<file path="src/rtl/hsw_pkg.sv">
package hsw_pkg;

    typedef enum logic [1:0] {
        SW_OFF    = 2'd0,
        SW_INRUSH = 2'd1,
        SW_ON     = 2'd2,
        SW_OVLD   = 2'd3
    } hsw_state_e;

    // classification type code; only the first value skips the inrush dwell
    localparam logic [1:0] PD_TYPE1 = 2'd0;

    typedef struct packed {
        hsw_state_e state;
    } hsw_regs_s;

endpackage

</file>
<file path="src/rtl/hsw_tick_counter.sv">
module hsw_tick_counter #(
    parameter int unsigned LIMIT = 16,
    localparam int unsigned CW   = $clog2(LIMIT + 1)
) (
    input  logic clk_i,
    input  logic rst_ni,
    input  logic clear_i,
    input  logic tick_i,
    output logic done_o
);

    logic [CW-1:0] cnt_d, cnt_q;

    assign done_o = (cnt_q == CW'(LIMIT));

    always_comb begin
        cnt_d = cnt_q;
        if (clear_i) begin
            cnt_d = '0;
        end else if (tick_i && !done_o) begin
            cnt_d = cnt_q + CW'(1);
        end
    end

    always_ff @(posedge clk_i) begin
        if (!rst_ni) begin
            cnt_q <= '0;
        end else begin
            cnt_q <= cnt_d;
        end
    end

    // no tick and no restart leaves the count untouched
    assert_hold_no_tick_R10: assert property (@(posedge clk_i) disable iff (!rst_ni)
        (!tick_i && !clear_i) |=> $stable(cnt_q));

    // a saturated window stays reached until restarted
    assert_sat_hold_R10: assert property (@(posedge clk_i) disable iff (!rst_ni)
        (done_o && !clear_i) |=> done_o);

endmodule

</file>
<file path="src/rtl/hsw_step.sv">
module hsw_step
    import hsw_pkg::*;
(
    input  hsw_state_e  state_i,
    input  logic        uvlo_ok_i,
    input  logic        seq_en_i,
    input  logic [1:0]  pd_type_i,
    input  logic        vsw_low_i,
    input  logic        dwell_done_i,
    input  logic        filt_done_i,
    output hsw_state_e  state_o
);

    logic skip_dwell;

    assign skip_dwell = (pd_type_i == PD_TYPE1);

    always_comb begin
        state_o = state_i;
        if (!uvlo_ok_i) begin
            state_o = SW_OFF;
        end else begin
            unique case (state_i)
                SW_OFF: begin
                    if (seq_en_i) state_o = SW_INRUSH;
                end
                SW_INRUSH: begin
                    if (vsw_low_i && (skip_dwell || dwell_done_i)) state_o = SW_ON;
                end
                SW_ON: begin
                    if (filt_done_i) state_o = SW_OVLD;
                end
                SW_OVLD: begin
                    if (vsw_low_i && dwell_done_i) state_o = SW_ON;
                end
                default: state_o = SW_OFF;
            endcase
        end
    end

endmodule

</file>
<file path="src/rtl/hsw_ctrl.sv">
module hsw_ctrl
    import hsw_pkg::*;
#(
    parameter int unsigned DWELL_TICKS = 16_000_000,
    parameter int unsigned FILT_TICKS  = 28_000
) (
    input  logic       clk_i,
    input  logic       rst_ni,
    input  logic       tick_i,
    input  logic       uvlo_ok_i,
    input  logic       seq_en_i,
    input  logic [1:0] pd_type_i,
    input  logic       vsw_low_i,
    input  logic       vsw_high_i,
    output logic       mode_off_o,
    output logic       mode_inrush_o,
    output logic       mode_on_o,
    output logic       mode_ovld_o,
    output logic       conv_en_o
);

    hsw_regs_s  regs_d, regs_q;
    hsw_state_e step_state;
    logic       dwell_done, filt_done;
    logic       dwell_clear, filt_clear;

    hsw_step i_step (
        .state_i      (regs_q.state),
        .uvlo_ok_i    (uvlo_ok_i),
        .seq_en_i     (seq_en_i),
        .pd_type_i    (pd_type_i),
        .vsw_low_i    (vsw_low_i),
        .dwell_done_i (dwell_done),
        .filt_done_i  (filt_done),
        .state_o      (step_state)
    );

    always_comb begin
        regs_d       = regs_q;
        regs_d.state = step_state;
    end

    always_ff @(posedge clk_i) begin
        if (!rst_ni) begin
            regs_q.state <= SW_OFF;
        end else begin
            regs_q <= regs_d;
        end
    end

    // dwell window restarts on every state change
    assign dwell_clear = (regs_d.state != regs_q.state);
    // persistence window restarts when the flag drops or outside fully-on
    assign filt_clear  = !vsw_high_i || (regs_q.state != SW_ON);

    hsw_tick_counter #(.LIMIT(DWELL_TICKS)) i_dwell (
        .clk_i   (clk_i),
        .rst_ni  (rst_ni),
        .clear_i (dwell_clear),
        .tick_i  (tick_i),
        .done_o  (dwell_done)
    );

    hsw_tick_counter #(.LIMIT(FILT_TICKS)) i_filt (
        .clk_i   (clk_i),
        .rst_ni  (rst_ni),
        .clear_i (filt_clear),
        .tick_i  (tick_i),
        .done_o  (filt_done)
    );

    assign mode_off_o    = (regs_q.state == SW_OFF);
    assign mode_inrush_o = (regs_q.state == SW_INRUSH);
    assign mode_on_o     = (regs_q.state == SW_ON);
    assign mode_ovld_o   = (regs_q.state == SW_OVLD);
    assign conv_en_o     = (regs_q.state == SW_ON);

    assert_lockout_R2: assert property (@(posedge clk_i) disable iff (!rst_ni)
        !uvlo_ok_i |=> mode_off_o);

    assert_start_gate_R3: assert property (@(posedge clk_i) disable iff (!rst_ni)
        (mode_off_o && !(uvlo_ok_i && seq_en_i)) |=> mode_off_o);

    assert_off_exit_R3: assert property (@(posedge clk_i) disable iff (!rst_ni)
        mode_off_o |=> (mode_off_o || mode_inrush_o));

    assert_on_needs_low_R4: assert property (@(posedge clk_i) disable iff (!rst_ni)
        $rose(mode_on_o) |-> $past(vsw_low_i));

    assert_inrush_dwell_R5: assert property (@(posedge clk_i) disable iff (!rst_ni)
        ($rose(mode_on_o) && $past(mode_inrush_o) && ($past(pd_type_i) != PD_TYPE1))
        |-> $past(dwell_done));

    assert_ovld_entry_R6: assert property (@(posedge clk_i) disable iff (!rst_ni)
        $rose(mode_ovld_o) |-> ($past(mode_on_o) && $past(filt_done)));

    assert_ovld_exit_R8: assert property (@(posedge clk_i) disable iff (!rst_ni)
        ($fell(mode_ovld_o) && mode_on_o) |-> $past(dwell_done));

    assert_conv_rise_R9: assert property (@(posedge clk_i) disable iff (!rst_ni)
        $rose(conv_en_o) |-> $past(mode_inrush_o || mode_ovld_o));

endmodule

</file>
<file path="config.mk">
export PLATFORM = sky130hd
export DESIGN_NAME = hsw_ctrl
export DESIGN_NICKNAME = d
export VERILOG_FILES = /design/src/rtl/hsw_pkg.sv /design/src/rtl/hsw_tick_counter.sv /design/src/rtl/hsw_step.sv /design/src/rtl/hsw_ctrl.sv
export SDC_FILE = /design/constraint.sdc
export NUM_CORES = 1
export LEC_CHECK = 0
export BUFFER_PORTS_ARGS = -buffer_cell sky130_fd_sc_hd__buf_2
export CORE_MARGIN = 1.5
export CORE_UTILIZATION = 45
export DETAILED_ROUTE_END_ITERATION = 7
export PLACE_DENSITY = 0.74
export SLEW_MARGIN = 20
export SYNTH_ARGS = -nofsm -noshare
export SYNTH_HDL_FRONTEND = slang
export SYNTH_SLANG_ARGS = --single-unit
</file>
<file path="constraint.sdc">
create_clock -name clk_i -period 4.1 [get_ports clk_i]
set_input_delay 0.615 -clock clk_i [delete_from_list [all_inputs] [get_ports clk_i]]
set_output_delay 0.615 -clock clk_i [all_outputs]
set_load 0.1 [all_outputs]
</file>
# Yosys cells after proc, flatten, opt, wreduce, memory -nomap -nowiden
# Cells that the tools add are included.
# Widths: inputs -> output; s select.
op_classes:
  addsub: 2
  n_mul: 0
  div: 0
  n_lt_le_gt_ge: 0
  eq_ne: 7
  shifts: 0
  muxes: 6
  bitwise_logic: 1
  reduce_logical: 13
ops:
  columns: ["operator", "count"]
  rows:
  - ["$add 24x1->24 const B", 1]
  - ["$eq 24x24->1 const B", 1]
  - ["$add 15x1->15 const B", 1]
  - ["$eq 15x15->1 const B", 1]
  - ["$mux 2", 5]
  - ["$pmux 2 s4", 1]
  - ["$eq 2x2->1 const B", 2]
  - ["$logic_and 1x1->1", 4]
  - ["$logic_not 2->1", 2]
  - ["$reduce_or 2->1", 2]
  - ["$logic_not 1->1", 3]
  - ["$eq 2x1->1 const B", 1]
  - ["$logic_or 1x1->1", 2]
  - ["$ne 2x2->1", 1]
  - ["$ne 2x2->1 const B", 1]
  - ["$not 1->1", 1]
word_totals:
  regBits: 41
  latchBits: 0
  ram_bits: 0
  rom_bits: 0
  in_bits: 9
  output_inout_bits: 5
  elab_cells: 32
  mem_count: 0

# Longest topological paths before layout
# Gate-level depths: netlist of run 1.
depth:
  word_depth: 8
  ltp_mapped: 7
  depth_no_buf: 6

# Modules after synthesis
# Synthesis of run 1 repeated with hierarchy kept, for this count alone.
hier_totals:
  hier_cells: 258
  area_unflattened_um2: 2185.8
modules_own_cells:
  columns: ["module", "n_inst", "cells_per_inst", "area_per_inst_um2", "seq_area_each_um2"]
  rows:
  - ["hsw_tick_counter at i_dwell", 1, 148, 1255.0, 480.5]
  - ["hsw_tick_counter at i_filt", 1, 89, 767.0, 300.3]
  - ["hsw_ctrl", 1, 13, 110.1, 40.0]
  - ["hsw_step", 1, 8, 53.8, 0.0]

# Worst setup path after synthesis of run 1
# OpenSTA, ideal clock, no wires.
synth_path:
  path_kind: "flip-flop to output port"
  startpoint: "register regs_q[1]"
  endpoint: "output mode_on_o"
  arrival_time_ps: 2429
  t_required_ps: 3485
  path_slack_ps: 1056
  stages_incl_launch_ff: 5
  path_buffers: 2
  cell_sequence: "dfxtp_1 -> clkbuf_1 -> inv_1 -> nor2_1 -> buf_4"
synth_between:
  elab_chain_cells: 1
synth_rtl:
  columns: ["element", "line", "rtl"]
  rows:
  - ["start, declared", "hsw_ctrl.sv:22", "hsw_regs_s regs_d, regs_q;"]
  - ["start signal, assigned", "hsw_ctrl.sv:47", "regs_q <= regs_d;"]
  - ["$eq 2x2->1", null, null]
  - ["end, declared", "hsw_ctrl.sv:17", "output logic mode_on_o,"]
# Every way passes these cells.

# Worst setup path in the final report of run 1
layout_path:
  startpoint: "register i_dwell.cnt_q[4]"
  endpoint: "register i_dwell.cnt_q[11]"
layout_between:
  elab_chain_cells: 8
  word_cells_on_any_way: 13
  cone_classes: "add/sub: 1; eq/ne: 2; mux: 4; reduce/logical: 6"
layout_rtl:
  columns: ["element", "line", "rtl"]
  rows:
  - ["start, declared", "hsw_tick_counter.sv:12", "logic [CW-1:0] cnt_d, cnt_q;"]
  - ["start signal, assigned", "hsw_tick_counter.sv:29", "cnt_q <= cnt_d;"]
  - ["$eq 24x24->1", "hsw_tick_counter.sv:14", "assign done_o = (cnt_q == CW'(LIMIT));"]
  - ["$logic_or 1x1->1", "hsw_step.sv:28", "if (vsw_low_i && (skip_dwell || dwell_done_i)) state_o = SW_ON;"]
  - ["$logic_and 1x1->1", "hsw_step.sv:28", null]
  - ["$mux 2", "hsw_step.sv:28", null]
  - ["$pmux 2 s4", "hsw_step.sv:23", "unique case (state_i)"]
  - ["$mux 2", "hsw_step.sv:20", "if (!uvlo_ok_i) begin"]
  - ["$ne 2x2->1", "hsw_ctrl.sv:52", "assign dwell_clear = (regs_d.state != regs_q.state);"]
  - ["$reduce_or 2->1 (no source line)", null, null]
# Several ways; a longest one is shown, not always the timed one.
# A chain may end at the register's enable or synchronous reset.

==> out/qor.csv, run 1 <==
metric,value,unit
IO Pins,14,
"Cell Area, Synth",2186,um2
H-Tree Depth,2,
worst vdd ir,208.2,uV
WHS Endpoint,i_dwell.cnt_q[23],
worst min path class,reg -> reg,
Static Leakage,0.0008231,uW
area delta synth->final,9.044,%
P_sw,168.7,uW
grt ovf,0,
Final Hold Fails,0,
drt total wl,4421,um
post-layout minimum cycle time,2.622,ns
WP data required,4.24,ns
Setup Crit Path Kind,reg -> reg,
worst reg2reg setup slack,1.48,ns
FF-to-FF End,i_dwell.cnt_q[11],
crit path max fanout,24,
Worst Max-Slew Pin Slew,0.9998,ns
vias per cell,6.072,
synth warn,0,
final worst path period share,63.94,%
ys flop type,dfxtp_1,
Die Height,72.70,um
Starting Density,46.59,%
most common library cells after synthesis,"41 x dfxtp_1, 23 x nand2_1, 20 x a21oi_1, 19 x nor2_1, 13 x nand4_1",
Worst-Skew Late Latency,0.29,ns
largest stage delay on the critical path,0.85,ns
largest net degree at the start of global routing,25,
sw frac,20.52,%
total power draw,822.3,uW
Clock Sinks,41,
core region area,4692,um2
initial antenna violation count,0,
top-count cell post-synth,dfxtp_1,
"Core Util, Final",50.80,%
"Seq/Total Area, Yosys",37.55,%
HPWL Detailed,2958,um
part of the power in registers,49.0,%
Root Buffer,clkbuf_8,
TritonCTS clock tree,done,
Final Max Tran Viols,0,
area share of the largest cell type after synthesis,37.55,%
Clock Tree Buf Depth,2,
post-synth top area cell,dfxtp_1,
Synth cell types,44,
"Reg clk slew, reported paths",0.08,ns
R2R depth,4,
Remaining DRCs,0,
Comb pwr share,4.7,%
"Avg Cell Area, Syn",8.440,um2
WHS Path Cells,2,
Worst Path Buf+Inv,0,
kind of cell adding the most delay to the critical path,simple AND/OR/NAND/NOR gates,
routed len/inst,13.82,um
power per cell area,345.0,nW/um2
leading post-synthesis cells by cell area,"dfxtp_1 38%, a21oi_1 4.6%, xor2_1 4.0%",
fmax,381.5,MHz
GPL Wtd Cong,0.7605,
Seq cells post-synth,41,
PortBufs,13,
status,finished clean,
startpoint types,flop,
Post-synth EDFFs,0,
RSZ-0062 raised after global routing,no,
Crit path top cell by count,or4_1,
Hold Startpoint,i_dwell.cnt_q[23],
# nets final,278,
clk_skew,0.009861,ns
Die W,72.70,um
clock power share,46.2,%
Syn Nets,272,
layout cells sized above 1,10.15,%
cts bufs inserted,5,
DR iter-0 viols,105,
total vias in the final route,1943,
Gate Count Post-Synth,259,
first-pass iteration count of the detailed router,4,
slowest cell on the critical path,o31ai_4,
first-pass GRT wire length,7590,um
Crit path arrival time,2.76,ns
"Setup violations, final",0,
Rows,25,
number of setup buffers added after CTS,0,
worst r2r src,i_dwell.cnt_q[4],
antenna cells,0,
crit path capture type,flop,
Rel. slew slack,33.35,%
Resize count post-CTS,0,
internal power,653.6,uW
Setup Total Neg Slack,0,ns
DIE AREA,5285,um2
Post-DRT Antenna Nets,0,
vias in the first global route,1665,
Max-Cap Viols,0,
GRT Util Overall,17.96,%
crit-path cells,or4_1 > or4_1 > o31ai_4 > a22oi_1,
Synth async-reset ratio,0,%
Post-CTS Hold Buffers,0,
-- cell type report --
cell class / count / area (um2)
Clock inverter: 3 / 65.06
Fill cell: 445 / 2308
Inverter: 10 / 37.54
Sequential cell: 41 / 820.8
Clock buffer: 5 / 68.82
Multi-Input combinational cell: 193 / 1251
Tap cell: 54 / 67.56
Timing Repair Buffer: 14 / 72.57
-- placed cells by master (no fill, tap or decap), types with 5 or more instances in the layout --
cell type  instances
nand3_1            7
xnor2_1            6
inv_1             10
or3_1             10
nand4_1           13
o31ai_1            5
buf_2             13
clkbuf_8           5
nand2_1           23
a21oi_1           20
a22oi_1           11
o21ai_0            8
or4_1              7
dfxtp_1           41
xor2_1            10
and4_1             5
nor2_1            19
-- kinds of logic after synthesis --
group / count (synthesis) / share of synthesized area (%)
AO/OA/AOI/OAI: 63 / 19.86
adder cells (fa/ha/maj): 4 / 2.290
multiplexers: 2 / 0.9159
XOR/XNOR: 16 / 6.411
buffers and inverters: 25 / 5.209
flip-flops: 41 / 37.55
AND/OR/NAND/NOR: 108 / 27.76
-- worst max path at each step --
stage,from,to,slack (ns),cells past startpoint
final,i_dwell.cnt_q[4],i_dwell.cnt_q[11],1.48,4
after global routing,i_dwell.cnt_q[4],i_dwell.cnt_q[21],1.27,4
after CTS,i_dwell.cnt_q[4],i_dwell.cnt_q[11],1.48,4
after detailed placement,i_dwell.cnt_q[4],i_dwell.cnt_q[11],1.48,4
after global placement,i_dwell.cnt_q[4],i_dwell.cnt_q[18],1.55,4
after floorplan,regs_q[1],mode_on_o,1.06,4
-- power by group through the flow --
stage | sequential [uW] | clock, uW | combinational (uW)
after floorplan | 411 | 0 | 29.0
after global placement | 412 | 0 | 38.4
after detailed placement | 412 | 0 | 38.6
after CTS | 403 | 390 | 38.7
after global routing | 404 | 406 | 42.7
final | 403 | 380 | 39.0
-- sequential cells by signal (all words and copies together), names as in the netlist --
| signal | cells |
|---|---|
| i_dwell.cnt_q | 24 |
| regs_q | 2 |
| i_filt.cnt_q | 15 |
-- worst min-delay path, cell delays in order (launching register included) --
cell and delay (ns):
dfxtp_1 0.32, o31ai_1 0.06, a22oi_1 0.05
-- metal layers --
| metal | vias up | GRT usage [%] | part of all wire (%) |
|---|---|---|---|
| li1 | 977 | - | - |
| met4 | 0 | 5.031 | 0 |
| met1 | 937 | 24.53 | 51 |
| met2 | 29 | 28.13 | 46 |
| met3 | 0 | 4.558 | 3.3 |
| met5 | - | 0 | 0 |
-- through the flow --
step | hold WS [ns] | setup slack (ns) | instances | cell area, um2
final | 0.4803 | 1.478 | 320 | 2384
after global routing | 0.5036 | 1.266 | 320 | 2384
after CTS | 0.4840 | 1.483 | 320 | 2384
after detailed placement | 0.4713 | 1.481 | 312 | 2250
after global placement | 0.4569 | 1.554 | 312 | 2250
after floorplan | 0.4412 | 1.056 | 259 | 2186
No activity file was read; power rests on OpenSTA's default activity.
==> inputs of run 2 (changes only) <==
- ABC_AREA: not set -> 1
- PLACE_DENSITY: 0.74 -> 0.76
- clock period: 4.1 -> 2.4 ns (I/O delays scaled with it)
==> out/qor.csv, run 2 <==
metric,value,unit,change
"Cell Area, Synth",2666,um2,was 2186 um2
Max-Cap Viols,0,,unchanged
power per cell area,433.6,nW/um2,was 345.0 nW/um2
Root Buffer,clkbuf_8,,unchanged
"Avg Cell Area, Syn",7.167,um2,was 8.440 um2
Post-synth EDFFs,0,,unchanged
max reg flops,24,,unchanged
slowest cell on the critical path,dfxtp_1,,was o31ai_4
worst vdd ir,245.4,uV,was 208.2 uV
fin area,2877,um2,was 2384 um2
Worst-Skew Late Latency,0.29,ns,about the same
crit path capture type,flop,,unchanged
Crit path top cell by count,nand2_2,,was or4_1
vias per cell,4.928,,was 6.072
Worst Max-Slew Pin Slew,0.4841,ns,was 0.9998 ns
core region area,5608,um2,was 4692 um2
"Reg clk slew, reported paths",0.08,ns,about the same
Gate Count Post-Synth,372,,was 259
Post-CTS Hold Buffers,0,,unchanged
CP startpoint,i_dwell.cnt_q[0],,was i_dwell.cnt_q[4]
GPL Wtd Cong,0.8640,,was 0.7605
FF-to-FF End,i_dwell.cnt_q[19],,was i_dwell.cnt_q[11]
TritonCTS clock tree,done,,unchanged
Final Max Tran Viols,0,,unchanged
post-synth top area cell,dfxtp_1,,unchanged
largest net degree at the start of global routing,18,,was 25
Synth async-reset ratio,0,%,unchanged
area delta synth->final,7.884,%,was 9.044%
Setup Crit Path Kind,reg -> reg,,unchanged
Remaining DRCs,0,,unchanged
GRT Util Overall,18.44,%,was 17.96%
IO Pins,14,,unchanged
worst reg2reg setup slack,0.35,ns,was 1.48 ns
biggest regs,"i_dwell.cnt_q x24, i_filt.cnt_q x15, regs_q x2",,unchanged
Syn Nets,385,,was 272
ys flop type,dfxtp_1,,unchanged
drt total wl,5316,um,was 4421 um
top-count cell post-synth,nand2_1,,was dfxtp_1
Final Hold Fails,0,,unchanged
cts bufs inserted,5,,unchanged
crit-path cells,inv_1 > ha_1 > nand3_1 > nor2_2 > nand3_4 > nand2_2 > nand2_2 > nand2_2 > nand2_2 > nand2_2 > nand2_2 > nand3_4 > buf_12 > nor2_4,,was or4_1 > or4_1 > o31ai_4 > a22oi_1
synth warn,0,,unchanged
RSZ-0062 raised after global routing,no,,unchanged
# nets final,402,,was 278
Setup Total Neg Slack,0,ns,unchanged
DIE AREA,6396,um2,was 5285 um2
H-Tree Depth,2,,unchanged
# fillers,535,,was 445
startpoint types,flop,,unchanged
Static Leakage,0.0009428,uW,was 0.0008231 uW
leading post-synthesis cells by cell area,"dfxtp_1 31%, nor2_4 9.7%, nand2_1 9.2%",,"was dfxtp_1 38%, a21oi_1 4.6%, xor2_1 4.0%"
Die W,79.98,um,was 72.70 um
Post-DRT Antenna Nets,0,,unchanged
PortBufs,13,,unchanged
total vias in the final route,2272,,"was 1,943"
"Setup violations, final",0,,unchanged
Clock Sinks,41,,unchanged
"Seq/Total Area, Yosys",30.78,%,was 37.55%
Rel. slew slack,67.95,%,was 33.35%
Crit path arrival time,2.23,ns,was 2.76 ns
DR iter-0 viols,111,,was 105
worst min path class,in -> reg,,was reg -> reg
antenna cells,0,,unchanged
CP Capture Point,i_dwell.cnt_q[19],,was i_dwell.cnt_q[11]
WP data required,2.58,ns,was 4.24 ns
grt ovf,0,,unchanged
most common library cells after synthesis,"65 x nand2_1, 56 x inv_1, 51 x nor2_1, 41 x dfxtp_1, 23 x nor2_4",,"was 41 x dfxtp_1, 23 x nand2_1, 20 x a21oi_1, 19 x nor2_1, 13 x nand4_1"
Clock Tree Buf Depth,2,,unchanged
HPWL Detailed,4120,um,was 2958 um
most frequent cells in the layout,"65 x nand2_1, 56 x inv_1, 49 x nor2_1, 41 x dfxtp_1, 23 x nor2_4",,"was 41 x dfxtp_1, 23 x nand2_1, 20 x a21oi_1, 19 x nor2_1"
Rows,27,,was 25
Resize count post-CTS,0,,unchanged
Seq cells post-synth,41,,unchanged
Die Height,79.98,um,was 72.70 um
placed inst area,2790,um2,was 2250 um2
first-pass GRT wire length,9377,um,was 7590 um
vias in the first global route,2219,,"was 1,665"
status,finished clean,,unchanged
final worst path period share,85.33,%,was 63.94%
layout cells sized above 1,19.79,%,was 10.15%
first-pass iteration count of the detailed router,4,,unchanged
fmax,488.3,MHz,was 381.5 MHz
initial antenna violation count,0,,unchanged
crit path max fanout,13,,was 24
worst r2r src,i_dwell.cnt_q[0],,was i_dwell.cnt_q[4]
area share of the largest cell type after synthesis,30.78,%,was 37.55%
R2R depth,14,,was 4
clk_skew,0.008492,ns,was 0.009861 ns
post-layout minimum cycle time,2.048,ns,was 2.622 ns
largest stage delay on the critical path,0.33,ns,was 0.85 ns
routed len/inst,11.53,um,was 13.82 um
Starting Density,47.55,%,was 46.59%
"commonest non-fill, non-tap cell in the layout",nand2_1,,was dfxtp_1
number of setup buffers added after CTS,0,,unchanged
Synth cell types,30,,was 44
Top reg by flops,i_dwell.cnt_q,,unchanged
-- run 2: cell count changes in the layout (fill, tap and decap cells not counted), moves of 8 or more --
cell	change
nand3_1	+10
xor2_1	+9
nand2_2	+8
nor3_1	+9
a22oi_1	-11
inv_1	+46
nor2_2	+8
nand2_1	+42
nor2_1	+30
or3_1	-10
nor2_4	+23
-- run 2: logic make-up after synthesis --
group                      count (synthesis)  synth area share [%]
AOI/OAI and AO/OA                         26                 5.021
xor gates and xnor gates                  26                 8.541
adders and majority gates                  4                 1.877
buffers and inverters                     68                 11.26
DFF                                       41                 30.78
and+or+nand+nor                          207                 42.51
-- run 2: routing by layer --
layer / wire length (um) / track usage [%] / share of wire, %
met1: 2568 / 23.62 / 48
met5: 0 / 0 / 0
met3: 259 / 3.657 / 4.9
met4: 76 / 5.690 / 1.4
met2: 2411 / 30.92 / 45
-- run 2: cell type report --
class | count | area (um2) | share of cell area [%]
Multi-Input combinational cell | 263 | 1550 | 53.89
Sequential cell | 41 | 820.8 | 28.53
Inverter | 63 | 236.5 | 8.221
Timing Repair Buffer | 15 | 92.59 | 3.219
Tap cell | 72 | 90.09 | 3.132
Clock buffer | 7 | 86.33 | 3.001
-- run 2: worst min-delay path by stage --
stage          cells after the start       startpoint              end  slack (ns)
6_report                           3        uvlo_ok_i        regs_q[1]        0.31
5_1_grt                            3        uvlo_ok_i        regs_q[1]        0.32
4_1_cts                            3        uvlo_ok_i        regs_q[1]        0.31
3_5_place_dp                       2  i_filt.cnt_q[5]  i_filt.cnt_q[5]        0.48
3_3_place_gp                       2  i_filt.cnt_q[5]  i_filt.cnt_q[5]        0.48
2_1_floorplan                      2  i_filt.cnt_q[5]  i_filt.cnt_q[5]        0.46
-- run 2: where the power goes --
group / internal, uW / switching [uW]
combinational: 25.6 / 73.8
clock: 229 / 233
sequential: 683 / 3.57
-- run 2: metrics by stage --
| stage | worst slack, ns | utilization [%] | instances | total power [uW] | hold slack (ns) |
|---|---|---|---|---|---|
| final | 0.3520 | 51.29 | 461 | 1247 | 0.3106 |
| after detailed placement | 0.3404 | 49.75 | 454 | 802.4 | 0.4826 |
| after global placement | 0.4493 | 49.75 | 454 | 799.8 | 0.4777 |
| after floorplan | 0.1850 | - | 372 | 787.2 | 0.4641 |
| after global routing | 0.1977 | 51.29 | 461 | 1288 | 0.3217 |
| after CTS | 0.3298 | 51.29 | 461 | 1259 | 0.3076 |
-- run 2: critical path: cells and delay by family, from the launching register on --
kind | cells | cell delay (ns)
buffers and inverters | 2 | 0.36
adder cells (fa/ha/maj) | 1 | 0.16
AND/OR/NAND/NOR | 11 | 1.08
flip-flops | 1 | 0.33
